**config.mk**
```make
export PLATFORM = sky130hd
export DESIGN_NAME = irq_capture_ctrl
export DESIGN_NICKNAME = d
export VERILOG_FILES = /design/src/rtl/irq_pkg.sv /design/src/rtl/irq_edge_sense.sv /design/src/rtl/irq_group.sv /design/src/rtl/irq_capture_ctrl.sv
export SDC_FILE = /design/constraint.sdc
export NUM_CORES = 1
export LEC_CHECK = 0
export BUFFER_PORTS_ARGS = -buffer_cell sky130_fd_sc_hd__clkbuf_2
export CELL_PAD_IN_SITES_DETAIL_PLACEMENT = 0
export CELL_PAD_IN_SITES_GLOBAL_PLACEMENT = 2
export CORE_UTILIZATION = 40
export DETAILED_ROUTE_END_ITERATION = 7
export PLACE_DENSITY = 0.88
export SYNTH_ARGS = -nofsm -noshare
export SYNTH_HDL_FRONTEND = slang
export SYNTH_HIERARCHICAL = 1
export SYNTH_SLANG_ARGS = --single-unit
export TNS_END_PERCENT = 30
```
**constraint.sdc**
```tcl
create_clock -name clk -period 2.6 [get_ports clk]
set_input_delay 0.13 -clock clk [delete_from_list [all_inputs] [get_ports clk]]
set_output_delay 0.13 -clock clk [all_outputs]
set_load 0.02 [all_outputs]
```
**src/rtl/irq_pkg.sv**
```systemverilog
package irq_pkg;
    typedef enum logic [1:0] {
        SEL_NONE,
        SEL_FLAG,
        SEL_CTRL,
        SEL_MASK
    } reg_sel_e;

    typedef struct packed {
        logic en;
    } ctrl_t;
endpackage

```
**src/rtl/irq_edge_sense.sv**
```systemverilog
module irq_edge_sense #(
    parameter int NUM_SRC = 12
) (
    input  logic               clk,
    input  logic               rst_n,
    input  logic [NUM_SRC-1:0] src_in,
    output logic [NUM_SRC-1:0] rise
);
    typedef struct packed {
        logic [NUM_SRC-1:0] prev;
    } edge_state_t;

    edge_state_t st_d, st_q;

    always_comb begin
        st_d.prev = src_in;
        rise      = src_in & ~st_q.prev;
    end

    always_ff @(posedge clk or negedge rst_n) begin
        if (!rst_n) st_q <= '0;
        else        st_q <= st_d;
    end
endmodule

```
**src/rtl/irq_group.sv**
```systemverilog
module irq_group #(
    parameter int LINES = 4
) (
    input  logic             clk,
    input  logic             rst_n,
    input  logic [LINES-1:0] rise,
    input  logic             rd_clr,
    input  logic             wr_flag,
    input  logic             wr_mask,
    input  logic [LINES-1:0] wr_data,
    output logic [LINES-1:0] flags,
    output logic [LINES-1:0] mask
);
    typedef struct packed {
        logic [LINES-1:0] flags;
        logic [LINES-1:0] mask;
    } grp_state_t;

    grp_state_t st_d, st_q;
    logic [LINES-1:0] clr;

    always_comb begin
        st_d = st_q;
        clr  = '0;
        if (rd_clr)  clr = '1;
        if (wr_flag) clr = clr | wr_data;
        // a capture in the same cycle overrides any clear
        st_d.flags = (st_q.flags & ~clr) | (rise & st_q.mask);
        if (wr_mask) st_d.mask = wr_data;
    end

    always_ff @(posedge clk or negedge rst_n) begin
        if (!rst_n) st_q <= '0;
        else        st_q <= st_d;
    end

    assign flags = st_q.flags;
    assign mask  = st_q.mask;
endmodule

```
**src/rtl/irq_capture_ctrl.sv**
```systemverilog
module irq_capture_ctrl #(
    parameter int NUM_GROUPS = 3,
    parameter int LINES      = 4,
    parameter int ADDR_W     = 3
) (
    input  logic                        clk,
    input  logic                        rst_n,
    input  logic [NUM_GROUPS*LINES-1:0] src_in,
    input  logic [ADDR_W-1:0]           bus_addr,
    input  logic                        bus_wr_en,
    input  logic [LINES-1:0]            bus_wr_data,
    input  logic                        bus_rd_en,
    output logic [LINES-1:0]            bus_rd_data,
    output logic                        irq
);
    import irq_pkg::*;

    localparam int NUM_SRC   = NUM_GROUPS * LINES;
    localparam int CTRL_ADDR = NUM_GROUPS;
    localparam int MASK_BASE = NUM_GROUPS + 1;

    logic [NUM_SRC-1:0] rise;
    logic [NUM_SRC-1:0] flags_all;
    logic [NUM_SRC-1:0] mask_all;
    ctrl_t              ctrl_d, ctrl_q;
    reg_sel_e           sel;
    int                 sel_idx;

    irq_edge_sense #(.NUM_SRC(NUM_SRC)) u_edge (
        .clk    (clk),
        .rst_n  (rst_n),
        .src_in (src_in),
        .rise   (rise)
    );

    for (genvar g = 0; g < NUM_GROUPS; g++) begin : g_grp
        logic rd_clr, wr_flag, wr_mask;
        assign rd_clr  = bus_rd_en && (bus_addr == ADDR_W'(g));
        assign wr_flag = bus_wr_en && (bus_addr == ADDR_W'(g));
        assign wr_mask = bus_wr_en && (bus_addr == ADDR_W'(MASK_BASE + g));
        irq_group #(.LINES(LINES)) u_grp (
            .clk     (clk),
            .rst_n   (rst_n),
            .rise    (rise[g*LINES +: LINES]),
            .rd_clr  (rd_clr),
            .wr_flag (wr_flag),
            .wr_mask (wr_mask),
            .wr_data (bus_wr_data),
            .flags   (flags_all[g*LINES +: LINES]),
            .mask    (mask_all[g*LINES +: LINES])
        );
    end

    always_comb begin
        sel     = SEL_NONE;
        sel_idx = 0;
        for (int g = 0; g < NUM_GROUPS; g++) begin
            if (bus_addr == ADDR_W'(g)) begin
                sel     = SEL_FLAG;
                sel_idx = g;
            end
            if (bus_addr == ADDR_W'(MASK_BASE + g)) begin
                sel     = SEL_MASK;
                sel_idx = g;
            end
        end
        if (bus_addr == ADDR_W'(CTRL_ADDR)) sel = SEL_CTRL;
    end

    always_comb begin
        ctrl_d = ctrl_q;
        if (bus_wr_en && sel == SEL_CTRL) ctrl_d.en = bus_wr_data[0];
    end

    always_ff @(posedge clk or negedge rst_n) begin
        if (!rst_n) ctrl_q <= '0;
        else        ctrl_q <= ctrl_d;
    end

    always_comb begin
        bus_rd_data = '0;
        case (sel)
            SEL_FLAG: bus_rd_data = flags_all[sel_idx*LINES +: LINES];
            SEL_MASK: bus_rd_data = mask_all[sel_idx*LINES +: LINES];
            SEL_CTRL: bus_rd_data = LINES'(ctrl_q.en);
            default:  bus_rd_data = '0;
        endcase
    end

    assign irq = ctrl_q.en && (|flags_all);
endmodule

```
==> reports/qor.csv <==
stage,metric,value,unit
outcome,result of the run,"finished, final reports clean",
final_layout,# diodes,0,
route,total number of vias,1272,
worst_setup_path,arrival time at the worst endpoint,1470,ps
route,average detailed-routed wire length per instance,16.9,um
final_layout,Syn-to-layout area delta,20.8,%
synthesis,area of the mapped netlist,1780,um2
place,last weighted congestion value of the routability-driven placer,0.881,
route,sum of routed wire length over all layers,3880,um
final_layout,multi-input logic area,795,um2
timing,transition time at the pin with the least slew margin,899,ps
place,detailed placement HPWL,2910,um
timing,fin. max-slew vios,0,
clocking,clock insertion delay at the later pin of the skew report,280,ps
worst_setup_path,slack of the worst reg-to-reg path,1780,ps
floorplanning,starting density of the core,42.9,%
route,Antenna Nets Post-Route,0,
timing,f_max,0.626,GHz
final_layout,fraction of layout cells with a size suffix above 1,33.9,%
worst_setup_path,critical path startpoint category,register,
route,drt pass-1 iters,4,
clocking,htree depth,2,
floorplanning,Vert. Die Dim,68.6,um
global_routing,largest net degree at the start of global routing,38,
global_routing,via count of the first global-routing pass,1297,
timing,count of final setup violators,0,
timing,"Hold Violations, Final",0,
worst_setup_path,max incr delay on CP,410,ps
synthesis,"FF+latch count, synth",37,
power,worst voltage drop across the vdd grid,339,uV
clocking,CTS Buffer Depth,2,
route,remaining design rule violation count,0,
floorplanning,Die Wd,68.6,um
timing,headroom to the max-slew limit,40.1,%
synthesis,Yosys warnings,6,
worst_setup_path,"slowest stage cell, crit path",sky130_fd_sc_hd__dfrtp_1,
final_layout,number of fill cells in the layout,383,
place,count of input and output buffers,27,
global_routing,GRT Total Usage,19.9,%
route,DR iter-0 viols,45,
synthesis,portion of the post-synthesis area used by sequential elements,52.1,%
final_layout,register area,926,um2
worst_setup_path,"critical path fanouts, max",3,
global_routing,wire length of the first global-routing pass,6450,um
worst_setup_path,capture instance of the worst register-to-register path,ctrl_q,
floorplanning,area inside the core boundary,4140,um2
worst_setup_path,category of the worst setup path capture point,primary output,
floorplanning,die area,4710,um2
clocking,clk slew on worst S/H paths,70,ps
place,cell area reported after detailed placement,1940,um2
global_routing,number of antenna violations at the first check in global routing,0,
clocking,clock tree from TritonCTS,built,
synthesis,synthesized instance count,136,
worst_setup_path,list of cells traversed by the critical path,nor2b_1 > a2111oi_2 > nor3_2 > clkbuf_2,
worst_setup_path,startpoint of the lowest-slack register-to-register path,ctrl_q,
timing,min Tclk post-route,1600,ps
power,Leak Pwr,0.940,nW
floorplanning,IO Count,28,
clocking,post-CTS setup buffer count,0,
floorplanning,Rows,23,
synthesis,syn_area_per_cell,13.1,um2
run,max-cap check violation count,0,
clocking,Post-CTS Hold Buffers,13,
worst_setup_path,r2r worst-path depth,1,
worst_hold_path,worst hold path depth,2,
power,Cell Pwr Density,689,nW/um2
worst_setup_path,critical path required time,2470,ps
final_layout,layout net count,202,
global_routing,total grt overflow,0,
synthesis,count of distinct cell types in the synthesized netlist,23,
final_layout,final design area excluding fillers,2150,um2
timing,final sum of negative setup slack,0,ps
timing,skew final,5.57,ps
clocking,TritonCTS Sinks,37,
timing,period utilisation layout,61.4,%
clocking,Resize count post-CTS,0,
clocking,clock buffers created by TritonCTS,5,
clocking,Clk Tree Root Cell,sky130_fd_sc_hd__clkbuf_8,
worst_setup_path,Crit Path Class,register to primary output,
route,detail-routed via count per cell,5.53,
worst_hold_path,critical hold path startpoint,bus_wr_data[0],
timing,final hold slack,183,ps
worst_hold_path,Hold WC Path Type,primary input to register,
worst_hold_path,destination of the worst hold path,ctrl_q,
synthesis,syn nets,159,
timing,RSZ-0062 raised after global routing,no,
==> Yosys cell counts <==
library cell,number,area share (%)
sky130_fd_sc_hd__nor3_1,3,0.84
sky130_fd_sc_hd__buf_4,2,0.84
sky130_fd_sc_hd__dfrtp_1,37,52
sky130_fd_sc_hd__mux2i_1,10,5.6
sky130_fd_sc_hd__nor4_1,3,1.1
sky130_fd_sc_hd__buf_6,2,1.3
sky130_fd_sc_hd__nor2b_1,1,0.35
sky130_fd_sc_hd__inv_1,5,1.1
sky130_fd_sc_hd__nor2b_4,12,9.3
sky130_fd_sc_hd__mux2_1,1,0.63
sky130_fd_sc_hd__mux2_2,12,7.6
sky130_fd_sc_hd__nand2b_1,2,0.70
sky130_fd_sc_hd__or3_1,3,1.1
sky130_fd_sc_hd__nor3_2,1,0.56
sky130_fd_sc_hd__o221ai_1,3,1.5
sky130_fd_sc_hd__a31oi_1,1,0.35
sky130_fd_sc_hd__o221a_1,1,0.63
sky130_fd_sc_hd__a2111oi_2,1,0.84
sky130_fd_sc_hd__nand2_1,14,3.0
sky130_fd_sc_hd__a32o_1,12,6.8
sky130_fd_sc_hd__nor2_1,7,1.5
sky130_fd_sc_hd__o32ai_2,1,0.92
sky130_fd_sc_hd__nand2b_4,2,1.5
==> metrics by stage <==
| step | util [%] | worst slack [ps] | cells | total power [mW] |
|---|---|---|---|---|
| floorplan | - | 1280 | 136 | 0.980 |
| global placement | 46.7 | 1040 | 209 | 1.08 |
| detailed placement | 46.7 | 974 | 209 | 1.10 |
| CTS | 51.8 | 986 | 230 | 1.49 |
| global route | 51.8 | 935 | 230 | 1.56 |
| finish | 51.8 | 1000 | 230 | 1.48 |
==> metal layers <==
| metal | track usage, % | vias up | wire length [um] | part of all wire (%) |
|---|---|---|---|---|
| met5 | 0 | - | 0 | 0 |
| met1 | 25.9 | 637 | 1790 | 46 |
| met4 | 9.38 | 0 | 105 | 2.7 |
| li1 | - | 586 | - | - |
| met3 | 5.10 | 11 | 189 | 4.9 |
| met2 | 30.9 | 38 | 1790 | 46 |
==> flip-flops by register name, indices dropped and copies added (netlist names) <==
signal             cells
u_edge/st_q           12
ctrl_q                 1
g_grp.u_grp/mask      12
g_grp.u_grp/flags     12
==> cell families (layout without fill, tap and decap cells) <==
logic type,count (synthesis),count (layout),synth area share [%]
flops,37,37,52.1
simple gates,48,48,19.9
compound gates,19,19,11.0
mux,23,23,13.9
buf+inv,9,53,3.17
==> where the power goes <==
| part | switching [mW] | total, mW | internal (mW) |
|---|---|---|---|
| registers | 0.105 | 0.792 | 0.688 |
| logic | 0.135 | 0.307 | 0.172 |
| clock network | 0.189 | 0.379 | 0.190 |
==> cell type report <==
cell class | instances | area share, %
Sequential cell | 37 | 43.1
Timing Repair Buffer | 40 | 12.4
Multi-Input combinational cell | 90 | 37.0
Tap cell | 50 | 2.91
Inverter | 5 | 0.874
Clock buffer | 8 | 3.73
==> cells in the final DEF, fill, tap and decap left out <==
cell and n:
sky130_fd_sc_hd__nor4_1 3, sky130_fd_sc_hd__nor2_1 7, sky130_fd_sc_hd__nand2b_4 2, sky130_fd_sc_hd__clkbuf_8 5, sky130_fd_sc_hd__mux2i_1 10, sky130_fd_sc_hd__clkbuf_1 3, sky130_fd_sc_hd__nor3_1 3, sky130_fd_sc_hd__a2111oi_2 1
sky130_fd_sc_hd__o32ai_2 1, sky130_fd_sc_hd__dlygate4sd3_1 13, sky130_fd_sc_hd__clkbuf_2 27, sky130_fd_sc_hd__o221ai_1 3, sky130_fd_sc_hd__nor2b_1 1, sky130_fd_sc_hd__a31oi_1 1, sky130_fd_sc_hd__inv_1 5, sky130_fd_sc_hd__a32o_1 12
sky130_fd_sc_hd__or3_1 3, sky130_fd_sc_hd__nor2b_4 12, sky130_fd_sc_hd__mux2_2 12, sky130_fd_sc_hd__o221a_1 1, sky130_fd_sc_hd__nand2_1 14, sky130_fd_sc_hd__nor3_2 1, sky130_fd_sc_hd__dfrtp_1 37, sky130_fd_sc_hd__nand2b_1 2
sky130_fd_sc_hd__mux2_1 1
==> worst max-delay path: cells and delay by family (launching register included) <==
kind            cells  cell delay [ps]
compound gates      1              370
buf+inv             1              160
flops               1              410
simple gates        2              240
==> worst max path at each step <==
stage / startpoint / end / cells after the start
2_1_floorplan: bus_addr[2] / g_grp[0].u_grp/mask[0] / 5
3_3_place_gp: bus_addr[2] / g_grp[0].u_grp/mask[1] / 4
3_5_place_dp: bus_addr[2] / g_grp[0].u_grp/mask[3] / 4
4_1_cts: g_grp[0].u_grp/flags[0] / bus_rd_data[0] / 4
5_1_grt: g_grp[0].u_grp/flags[0] / bus_rd_data[0] / 4
6_report: g_grp[0].u_grp/flags[0] / bus_rd_data[0] / 4
(Power assumes the default switching activity.)
